`src/rtl/flash_xfer_pkg.sv`:
```
package flash_xfer_pkg;

   typedef enum logic [2:0] {
      OP_READ    = 3'd0,
      OP_WRITE   = 3'd1,
      OP_RDID    = 3'd2,
      OP_RDSR    = 3'd3,
      OP_WRSR    = 3'd4,
      OP_ERASE4K = 3'd5,
      OP_WREN    = 3'd6,
      OP_WRDIS   = 3'd7
   } xfer_op_e;

   typedef enum logic [1:0] {
      RES_OK         = 2'd0,
      RES_CYCLE_ERR  = 2'd1,
      RES_ACCESS_ERR = 2'd2,
      RES_TIMEOUT    = 2'd3
   } xfer_res_e;

   typedef enum logic [1:0] {
      ST_IDLE  = 2'd0,
      ST_ISSUE = 2'd1,
      ST_WAIT  = 2'd2
   } xfer_st_e;

   // Sequencer cycle code for each request operation
   function automatic logic [3:0] cycle_code(input xfer_op_e op);
      case (op)
         OP_READ:    return 4'h0;
         OP_WRITE:   return 4'h2;
         OP_ERASE4K: return 4'h3;
         OP_RDID:    return 4'h6;
         OP_WRSR:    return 4'h7;
         OP_RDSR:    return 4'h8;
         default:    return 4'hF;
      endcase
   endfunction

endpackage

```
`src/rtl/fxs_chunk_calc.sv`:
```
module fxs_chunk_calc #(
   parameter int ADDR_W     = 24,
   parameter int LEN_W      = 16,
   parameter int PAGE_W     = 16,
   parameter int FIFO_BYTES = 64,
   parameter int DEF_PAGE   = 256
) (
   input  logic [ADDR_W-1:0] offset,
   input  logic [LEN_W-1:0]  remain,
   input  logic [PAGE_W-1:0] page_cfg,
   output logic [LEN_W-1:0]  chunk_len
);
   localparam int W = ((LEN_W > PAGE_W) ? LEN_W : PAGE_W) + 1;

   generate
      if (ADDR_W < PAGE_W) begin : g_bad_addr
         $error("fxs_chunk_calc: ADDR_W must be at least PAGE_W");
      end
      if (DEF_PAGE >= (1 << PAGE_W) || DEF_PAGE < 1) begin : g_bad_page
         $error("fxs_chunk_calc: DEF_PAGE does not fit PAGE_W");
      end
   endgenerate

   logic [PAGE_W-1:0] page_eff;
   logic [PAGE_W-1:0] in_page;
   logic [W-1:0]      to_edge;
   logic [W-1:0]      lim_a;

   always_comb begin
      page_eff  = (page_cfg == '0) ? PAGE_W'(DEF_PAGE) : page_cfg;
      in_page   = offset[PAGE_W-1:0] & (page_eff - 1'b1);
      to_edge   = W'(page_eff) - W'(in_page);
      lim_a     = (W'(remain) < W'(FIFO_BYTES)) ? W'(remain) : W'(FIFO_BYTES);
      if ((in_page != '0) && (to_edge < lim_a))
         chunk_len = LEN_W'(to_edge);
      else
         chunk_len = LEN_W'(lim_a);
   end

endmodule

```
`src/rtl/fxs_timeout.sv`:
```
module fxs_timeout #(
   parameter int LIMIT = 1000
) (
   input  logic clk,
   input  logic rst_n,
   input  logic clear,
   input  logic run,
   output logic expired
);
   localparam int TW = $clog2(LIMIT + 1);

   generate
      if (LIMIT < 1) begin : g_bad_limit
         $error("fxs_timeout: LIMIT must be positive");
      end
   endgenerate

   logic [TW-1:0] cnt;

   always_ff @(posedge clk or negedge rst_n) begin
      if (!rst_n)
         cnt <= '0;
      else if (clear)
         cnt <= '0;
      else if (run && !expired)
         cnt <= cnt + 1'b1;
   end

   assign expired = (cnt == TW'(LIMIT - 1));

endmodule

```
`src/rtl/flash_xfer_splitter.sv`:
```
module flash_xfer_splitter
   import flash_xfer_pkg::*;
#(
   parameter int ADDR_W      = 24,
   parameter int LEN_W       = 16,
   parameter int PAGE_W      = 16,
   parameter int FIFO_BYTES  = 64,
   parameter int DEF_PAGE    = 256,
   parameter int TIMEOUT_CYC = 1000,
   localparam int CNT_W      = $clog2(FIFO_BYTES)
) (
   input  logic              clk,
   input  logic              rst_n,
   input  logic              req_start,
   input  logic [2:0]        req_op,
   input  logic [ADDR_W-1:0] req_offset,
   input  logic [LEN_W-1:0]  req_len,
   input  logic [PAGE_W-1:0] page_cfg,
   output logic              busy,
   output logic              xfer_done,
   output logic [1:0]        xfer_result,
   output logic              seq_go,
   output logic              seq_clr,
   output logic [3:0]        seq_cycle,
   output logic [CNT_W-1:0]  seq_count,
   output logic [ADDR_W-1:0] seq_addr,
   output logic [LEN_W-1:0]  seq_buf_idx,
   input  logic              seq_done,
   input  logic              seq_cerr,
   input  logic              seq_aerr
);

   generate
      if (FIFO_BYTES < 2 || (FIFO_BYTES & (FIFO_BYTES - 1)) != 0) begin : g_bad_fifo
         $error("flash_xfer_splitter: FIFO_BYTES must be a power of two >= 2");
      end
      if ((1 << LEN_W) <= FIFO_BYTES) begin : g_bad_len
         $error("flash_xfer_splitter: LEN_W too narrow for FIFO_BYTES");
      end
   endgenerate

   xfer_st_e          state;
   xfer_op_e          op_q;
   logic [ADDR_W-1:0] off_q;
   logic [LEN_W-1:0]  rem_q;
   logic [LEN_W-1:0]  idx_q;
   logic [PAGE_W-1:0] page_q;
   logic [1:0]        res_q;
   logic              done_q;
   logic [LEN_W-1:0]  chunk;
   logic              is_erase;
   logic              no_cycle;
   logic              last_piece;
   logic              tmo;

   fxs_chunk_calc #(
      .ADDR_W(ADDR_W), .LEN_W(LEN_W), .PAGE_W(PAGE_W),
      .FIFO_BYTES(FIFO_BYTES), .DEF_PAGE(DEF_PAGE)
   ) u_calc (
      .offset(off_q), .remain(rem_q), .page_cfg(page_q), .chunk_len(chunk)
   );

   fxs_timeout #(.LIMIT(TIMEOUT_CYC)) u_tmo (
      .clk(clk), .rst_n(rst_n), .clear(seq_go),
      .run(state == ST_WAIT), .expired(tmo)
   );

   always_comb begin
      is_erase   = (op_q == OP_ERASE4K);
      no_cycle   = (op_q == OP_WREN) || (op_q == OP_WRDIS) ||
                   ((rem_q == '0) && !is_erase);
      last_piece = is_erase || (rem_q == chunk);
      seq_go     = (state == ST_ISSUE) && !no_cycle;
      seq_clr    = seq_go;
      seq_cycle  = cycle_code(op_q);
      seq_count  = is_erase ? '0 : CNT_W'(chunk - 1'b1);
      seq_addr   = off_q;
   end

   assign seq_buf_idx = idx_q;
   assign busy        = (state != ST_IDLE);
   assign xfer_done   = done_q;
   assign xfer_result = res_q;

   always_ff @(posedge clk or negedge rst_n) begin
      if (!rst_n) begin
         state  <= ST_IDLE;
         op_q   <= OP_READ;
         off_q  <= '0;
         rem_q  <= '0;
         idx_q  <= '0;
         page_q <= '0;
         res_q  <= RES_OK;
         done_q <= 1'b0;
      end else begin
         done_q <= 1'b0;
         case (state)
            ST_IDLE: begin
               if (req_start) begin
                  op_q   <= xfer_op_e'(req_op);
                  off_q  <= req_offset;
                  rem_q  <= req_len;
                  page_q <= page_cfg;
                  idx_q  <= '0;
                  state  <= ST_ISSUE;
               end
            end
            ST_ISSUE: begin
               if (no_cycle) begin
                  res_q  <= RES_OK;
                  done_q <= 1'b1;
                  state  <= ST_IDLE;
               end else begin
                  state  <= ST_WAIT;
               end
            end
            ST_WAIT: begin
               if (seq_cerr) begin
                  res_q  <= RES_CYCLE_ERR;
                  done_q <= 1'b1;
                  state  <= ST_IDLE;
               end else if (seq_aerr) begin
                  res_q  <= RES_ACCESS_ERR;
                  done_q <= 1'b1;
                  state  <= ST_IDLE;
               end else if (seq_done) begin
                  off_q <= off_q + ADDR_W'(chunk);
                  rem_q <= is_erase ? '0 : rem_q - chunk;
                  idx_q <= idx_q + chunk;
                  if (last_piece) begin
                     res_q  <= RES_OK;
                     done_q <= 1'b1;
                     state  <= ST_IDLE;
                  end else begin
                     state  <= ST_ISSUE;
                  end
               end else if (tmo) begin
                  res_q  <= RES_TIMEOUT;
                  done_q <= 1'b1;
                  state  <= ST_IDLE;
               end
            end
            default: state <= ST_IDLE;
         endcase
      end
   end

endmodule

```
`config.mk`:
```
export PLATFORM = sky130hd
export DESIGN_NAME = flash_xfer_splitter
export DESIGN_NICKNAME = d
export VERILOG_FILES = /design/src/rtl/flash_xfer_pkg.sv /design/src/rtl/fxs_chunk_calc.sv /design/src/rtl/fxs_timeout.sv /design/src/rtl/flash_xfer_splitter.sv
export SDC_FILE = /design/constraint.sdc
export NUM_CORES = 1
export LEC_CHECK = 0
export ABC_CLOCK_PERIOD_IN_PS = 11650
export BUFFER_PORTS_ARGS = -buffer_cell sky130_fd_sc_hd__buf_2
export CAP_MARGIN = 40
export CORE_MARGIN = 4
export CORE_UTILIZATION = 59
export DETAILED_ROUTE_END_ITERATION = 10
export PLACE_DENSITY = 0.82
export SLEW_MARGIN = 25
export SYNTH_ARGS = -nofsm -noshare
export SYNTH_HDL_FRONTEND = slang
export SYNTH_SLANG_ARGS = --single-unit
```
`constraint.sdc`:
```
create_clock -name clk -period 11.65 [get_ports clk]
set_clock_uncertainty 0.15 [all_clocks]
set_input_delay 3.495 -clock clk [delete_from_list [all_inputs] [get_ports clk]]
set_output_delay 3.495 -clock clk [all_outputs]
set_load 0.005 [all_outputs]
```
== Yosys cells after proc, flatten, opt, wreduce, memory -nomap -nowiden ==
Index checks and enable logic that the tools add are counted.

* $add $sub $neg: 7
* Bitwise logic cells: 1
* $lt $le $gt $ge: 2
* Reduce and logical (&&, ||, !) cells: 23
* Multiplexer cells: 45
* Equality and inequality tests: 18

{| class="wikitable"
|+ Operators by type and width
! operator !! count
|-
| 16-bit 2-to-1 mux || 12
|-
| 24-bit 2-to-1 mux || 4
|-
| 16-bit case mux with 2 select lines || 2
|-
| 24-bit case mux with 2 select lines || 1
|-
| 16-bit zero test || 2
|-
| 24-bit by 16-bit adder with 24-bit output || 1
|-
| 2-bit 2-to-1 mux || 12
|-
| 4-bit case mux with 6 select lines || 1
|-
| 10-bit 2-to-1 mux || 2
|-
| 17-bit less-than comparator || 1
|-
| 16-bit by 16-bit subtractor with 17-bit output || 1
|-
| 16-bit adder || 1
|-
| 16-bit bitwise AND || 1
|-
| 16-bit equality test || 1
|-
| 16-bit by 7-bit less-than comparator with 1-bit output (second input constant) || 1
|-
| 16-bit nonzero test || 1
|-
| 16-bit by 1-bit subtractor with 16-bit output (second input constant) || 1
|-
| 16-bit subtractor || 1
|-
| 3-bit equality test (second input constant) || 4
|-
| 10-bit by 1-bit adder with 10-bit output (second input constant) || 1
|-
| 10-bit equality test (second input constant) || 1
|-
| 2-bit != test (second input constant) || 5
|-
| 5-bit != test (second input constant) || 2
|-
| 2-bit nonzero test || 4
|-
| other kinds (18) || 33
|}

* Word-level logic and storage cells: 105
* Output and inout bits: 56
* Flip-flop bits (word level): 90
* Bits of input ports: 65

== Depth between registers and ports, before layout ==
* Depth in word-level cells: 15
* Depth in mapped cells: 39
* Depth with buffers taken out: 38

== By module ==
From an unflattened synthesis, not the netlist that was laid out.

* Cells, all modules: 1082
* Area total of the unflattened synthesis: 8832.2 um^2

{| class="wikitable"
|+ Modules (own cells, without submodules)
! module !! cells an instance !! seq. area each (um^2) !! area each (um^2) !! instances
|-
| flash_xfer_splitter || 708 || 2001.9 || 6084.6 || 1
|-
| fxs_chunk_calc || 317 || 0.0 || 2204.6 || 1
|-
| fxs_timeout || 57 || 250.2 || 543.0 || 1
|}

== Worst setup path before layout ==
OpenSTA, ideal clock, no wires.

* Path type: register to output
* Start: register page_q[0]
* End: output port seq_count[4]
* Data arrival time: 6124 ps
* Required time: 8005 ps
* Slack: 1881 ps
* Stages on the path, launching flop included: 31
* Cell sequence: dfrtp_1 > inv_1 > ha_1 > buf_4 > nor4b_1 > nand4_1 > a21oi_1 > xor2_1 > nand2_1 > ha_1 > or3_1 > a311o_1 > o31ai_1 > or3_1 > nand2_1 > nand2_1 > a21oi_1 > xnor2_1 > inv_1 > ha_1 > a2111oi_0 > o21ai_0 > o211ai_1 > o311ai_4 > clkbuf_1 > nor2_1 > o21bai_1 > inv_1 > ha_1 > and3_1 > nor3_1

* Cells in the longest elaborated chain, start to end: 10

{| class="wikitable"
|+ RTL lines
! what !! RTL line !! RTL
|-
| from (decl) || flash_xfer_splitter.sv:47 || <nowiki>logic [PAGE_W-1:0] page_q;</nowiki>
|-
| from (signal assigned) || flash_xfer_splitter.sv:103 || <nowiki>page_q <= page_cfg;</nowiki>
|-
| 16-bit zero test || fxs_chunk_calc.sv:30 || <nowiki>page_eff = (page_cfg == '0) ? PAGE_W'(DEF_PAGE) : page_cfg;</nowiki>
|-
| 16-bit 2-to-1 mux * || fxs_chunk_calc.sv:30 ||
|-
| 16-bit by 1-bit subtractor with 16-bit output || fxs_chunk_calc.sv:31 || <nowiki>in_page = offset[PAGE_W-1:0] & (page_eff - 1'b1);</nowiki>
|-
| 16-bit bitwise AND || fxs_chunk_calc.sv:31 ||
|-
| 16-bit by 16-bit subtractor with 17-bit output || fxs_chunk_calc.sv:32 || <nowiki>to_edge = W'(page_eff) - W'(in_page);</nowiki>
|-
| 17-bit less-than comparator || fxs_chunk_calc.sv:34 || <nowiki>if ((in_page != '0) && (to_edge < lim_a))</nowiki>
|-
| 1-bit logical AND || fxs_chunk_calc.sv:34 ||
|-
| 16-bit 2-to-1 mux * || fxs_chunk_calc.sv:34 ||
|-
| 6-bit by 1-bit subtractor with 6-bit output * || flash_xfer_splitter.sv:76 || <nowiki>seq_count = is_erase ? '0 : CNT_W'(chunk - 1'b1);</nowiki>
|-
| 6-bit 2-to-1 mux * || flash_xfer_splitter.sv:76 ||
|-
| to (decl) || flash_xfer_splitter.sv:25 || <nowiki>output logic [CNT_W-1:0] seq_count,</nowiki>
|}

Every way passes the cells marked *; elsewhere a longest branch is shown, timed or not.

== Worst setup path in the final report ==
Ends and elaborated chain as after synthesis.

==> Implementation_results.wiki <==
{| class="wikitable"
! Metric !! Value
|-
| Total GRT Usage || 28.7%
|-
| Die span in x || approximately 130 µm
|-
| Aggregate global routing overflow || 0
|-
| Synthesized flop and latch total || 90
|-
| First-pass GRT wire length || 37400 µm
|-
| Antenna violations before repair || 0
|-
| Number of post-CTS setup repair buffers || 0
|-
| Top layer reached by signal wires || met4
|-
| Number of max-slew violations in the final report || 0
|-
| Synthesized instance count || 983
|-
| RSZ-0062 raised after global routing || no
|-
| Final worst path period share || 95.2%
|-
| CORE AREA || 13500 µm²
|-
| List of most frequent post-synthesis cells || sky130_fd_sc_hd__nand2_1 (106), sky130_fd_sc_hd__dfrtp_1 (90), sky130_fd_sc_hd__ha_1 (77)
|-
| Maximum clock rate || 90.2 MHz
|-
| Cell area after synthesis || 8240 µm²
|-
| Met2 wire length || 10600 µm
|-
| PortBufs || 120
|-
| Setup TNS || 0 ns
|-
| Post-DRT Antenna Nets || 0
|-
| Post-route design area || roughly 9300 µm²
|-
| Starting Density || 61.2%
|-
| Max-capacitance violation count || 0
|-
| Critical path type || flop to output port
|-
| Average cell area after synthesis || 8.38 µm²
|-
| Category of the worst setup path launch point || flop
|-
| TritonCTS buffer count || 9
|-
| Headroom to the max-slew limit || 40.7%
|-
| Most area-hungry cell type in the Yosys netlist || sky130_fd_sc_hd__dfrtp_1
|-
| Sequential area share after synthesis || 27.3%
|-
| Length in cells of the worst reg-to-reg path || 36
|-
| IO Count || between 100 and 150
|-
| Fin. Hold Viols || 0
|-
| Via count of the first global-routing pass || 7468
|-
| Worst skew pair latency || 0.35 ns
|-
| Vertical extent of the die || ~130 µm
|-
| Post-route met1 wirelength || 9870 µm
|-
| Netlist cell types || 76
|-
| Master of the slowest instance on the critical path || sky130_fd_sc_hd__o21ai_0
|-
| Detailed Route WL || 22800 µm
|-
| Count of warnings emitted by yosys || 0
|-
| Post-Place Cell Area || 9000 µm²
|-
| Average wire per cell in the routed design || 17.9 µm
|-
| Top_reg_cell synth || sky130_fd_sc_hd__dfrtp_1
|-
| Worst-path fanout max || 17
|-
| Leading cell type by number of instances after synthesis || sky130_fd_sc_hd__nand2_1
|-
| Top post-synthesis cells by area || sky130_fd_sc_hd__dfrtp_1 (27%), sky130_fd_sc_hd__ha_1 (12%), sky130_fd_sc_hd__nand2_1 (4.8%), sky130_fd_sc_hd__mux2i_1 (4.1%), sky130_fd_sc_hd__o21ai_0 (4.1%)
|-
| Global placement routability congestion || 0.943
|-
| DIE AREA || 15900 µm²
|-
| Count of cells along the worst hold path || 2
|-
| CP Capture Type || output port
|-
| CTS Buffer Depth || 2
|-
| Ant diodes || 0
|-
| Least-Margin Pin Slew || 0.878 ns
|-
| Min cycle time layout || 11.09 ns
|-
| Area grow syn2layout || 12.9%
|-
| Cell chosen for the clock root || sky130_fd_sc_hd__clkbuf_16
|-
| CP arrival || between 7 and 8 ns
|-
| DP Wirelength || 17100 µm
|-
| Pin count of the biggest net entering global routing || 54
|-
| Number of DRC violations after detailed-routing iteration 0 || 708
|-
| CTS tree || done
|-
| Proportion of netlist area held by the largest area contributor || 27.3%
|-
| Clock slew seen by the registers of the worst setup and hold paths || 0.06 ns
|-
| Required time of the critical path || 8.01 ns
|-
| Number of sinks handled by clock tree synthesis || 90
|-
| Share of synthesized flip-flops with an asynchronous set or reset || 100%
|-
| Routed via count || 7802
|-
| Hold/Removal Path Class || flop to flop
|-
| Nets || approximately 1200
|-
| Ratio of cells with drive above 1 in the final layout || 17.4%
|-
| Pre-antenna DRT Iters || 5
|-
| Met3 wire length || between 1500 and 2000 µm
|-
| Vias per cell || ~6.1
|-
| Final routed DRC violation total || 0
|-
| Hold buffers post-CTS || 0
|-
| Count of flip-flops with a built-in enable after synthesis || 0
|-
| Delay of the slowest cell on the worst path || 0.56 ns
|-
| Level count of the clock H-tree || 3
|-
| Number of rows in the core area || 42
|-
| Number of setup violations in the final report || 0
|-
| Outcome || finished clean
|}
==> layout by cell type (no fill, tap or decap), types with 6 or more instances in the layout <==
cell                        netlist  routed
sky130_fd_sc_hd__clkbuf_16        0       9
sky130_fd_sc_hd__or3_1           16      16
sky130_fd_sc_hd__o22ai_1         12      12
sky130_fd_sc_hd__or2_2            7       7
sky130_fd_sc_hd__ha_1            77      75
sky130_fd_sc_hd__nor2b_1         14      13
sky130_fd_sc_hd__nand2_1        106     106
sky130_fd_sc_hd__nand4_1         10      10
sky130_fd_sc_hd__dfrtp_1         90      90
sky130_fd_sc_hd__a21oi_1         57      57
sky130_fd_sc_hd__conb_1           1       9
sky130_fd_sc_hd__and2_1           9       9
sky130_fd_sc_hd__a31oi_1         11      11
sky130_fd_sc_hd__a221oi_1        12      12
sky130_fd_sc_hd__buf_4            2       8
sky130_fd_sc_hd__o21ai_0         67      67
sky130_fd_sc_hd__a21boi_0         6       6
sky130_fd_sc_hd__a2111oi_0        8       8
sky130_fd_sc_hd__nor3_1          19      19
sky130_fd_sc_hd__nand2b_1        11      10
sky130_fd_sc_hd__a22o_1          10      10
sky130_fd_sc_hd__nand3_1         21      21
sky130_fd_sc_hd__buf_2            2     119
sky130_fd_sc_hd__xnor2_1         36      36
sky130_fd_sc_hd__mux2i_1         34      34
sky130_fd_sc_hd__nor2_1          74      74
sky130_fd_sc_hd__inv_1           63      63
sky130_fd_sc_hd__a21o_1          13      13
sky130_fd_sc_hd__xor2_1          27      27
sky130_fd_sc_hd__and3_1          16      16
sky130_fd_sc_hd__mux2_2          21      21
==> sequential cells by signal, summed over array words and instances, names as in the netlist <==
signal       flops
rem_q           16
seq_buf_idx     16
xfer_done        1
seq_addr        24
u_tmo.cnt       10
xfer_result      2
op_q             3
page_q          16
state            2
==> stage by stage <==
step | hold WS, ns | util (%) | instances | setup WS [ns]
after floorplan | 0.329 | - | 991 | 1.88
after global placement | 0.337 | 66.6 | 1250 | 1.22
after detailed placement | 0.346 | 66.9 | 1252 | 0.785
after CTS | 0.362 | 68.9 | 1267 | 0.355
after global routing | 0.396 | 69.1 | 1269 | 0.0283
final | 0.367 | 69.1 | 1269 | 0.564
==> area by class of cell <==
class                           instances  area, µm²
Tap cell                              176        220
Multi-Input combinational cell        796       5630
Inverter                               63        236
Timing Repair Buffer                  129        682
Fill cell                            1151       4160
Sequential cell                        90       2250
Clock inverter                          2       12.5
Clock buffer                           13        260
==> logic make-up after synthesis <==
family	after synthesis	share of synthesized area, %
DFF	90	27.3
AOI/OAI and AO/OA	256	21.1
and+or+nand+nor	332	20.1
xor gates and xnor gates	63	6.70
adders and majority gates	81	12.7
buffers and inverters	105	5.00
muxes	55	7.00
other	1	0.0455
==> what timing repair did <==
action                                  CTS  global route
gates resized for setup                   0             2
endpoints found under the hold margin     0             0
endpoints found under the setup margin    0             3
==> per-layer routing <==
| metal | global-route usage [%] | vias to the layer above |
|---|---|---|
| met5 | 0 | - |
| met3 | 5.84 | 40 |
| met2 | 46.6 | 321 |
| li1 | - | 3746 |
| met4 | 9.34 | 0 |
| met1 | 38.4 | 3695 |
==> path summary, 6_finish.rpt <==
kind	start	slack [ns]	to
max	page_q[0]	0.56	seq_count[4]
min	seq_buf_idx[0]	0.37	seq_buf_idx[0]
max reg2reg	page_q[0]	1.82	seq_addr[17]
min reg2reg	seq_buf_idx[0]	0.37	seq_buf_idx[0]
max in group asynchronous	rst_n	7.32	rem_q[12]
min in group asynchronous	rst_n	2.95	page_q[9]
==> worst max-delay path, delay by kind of cell (launching register included) <==
family	cells	cell delay, ns
xor gates and xnor gates	2	0.49
DFF	1	0.43
and+or+nand+nor	9	1.81
adders and majority gates	4	1.02
buffers and inverters	5	0.64
AOI/OAI and AO/OA	9	2.69
Power is left out: the tool's default activity adds up to more than one toggle a clock period on the data nets, which glitch-free logic cannot reach.
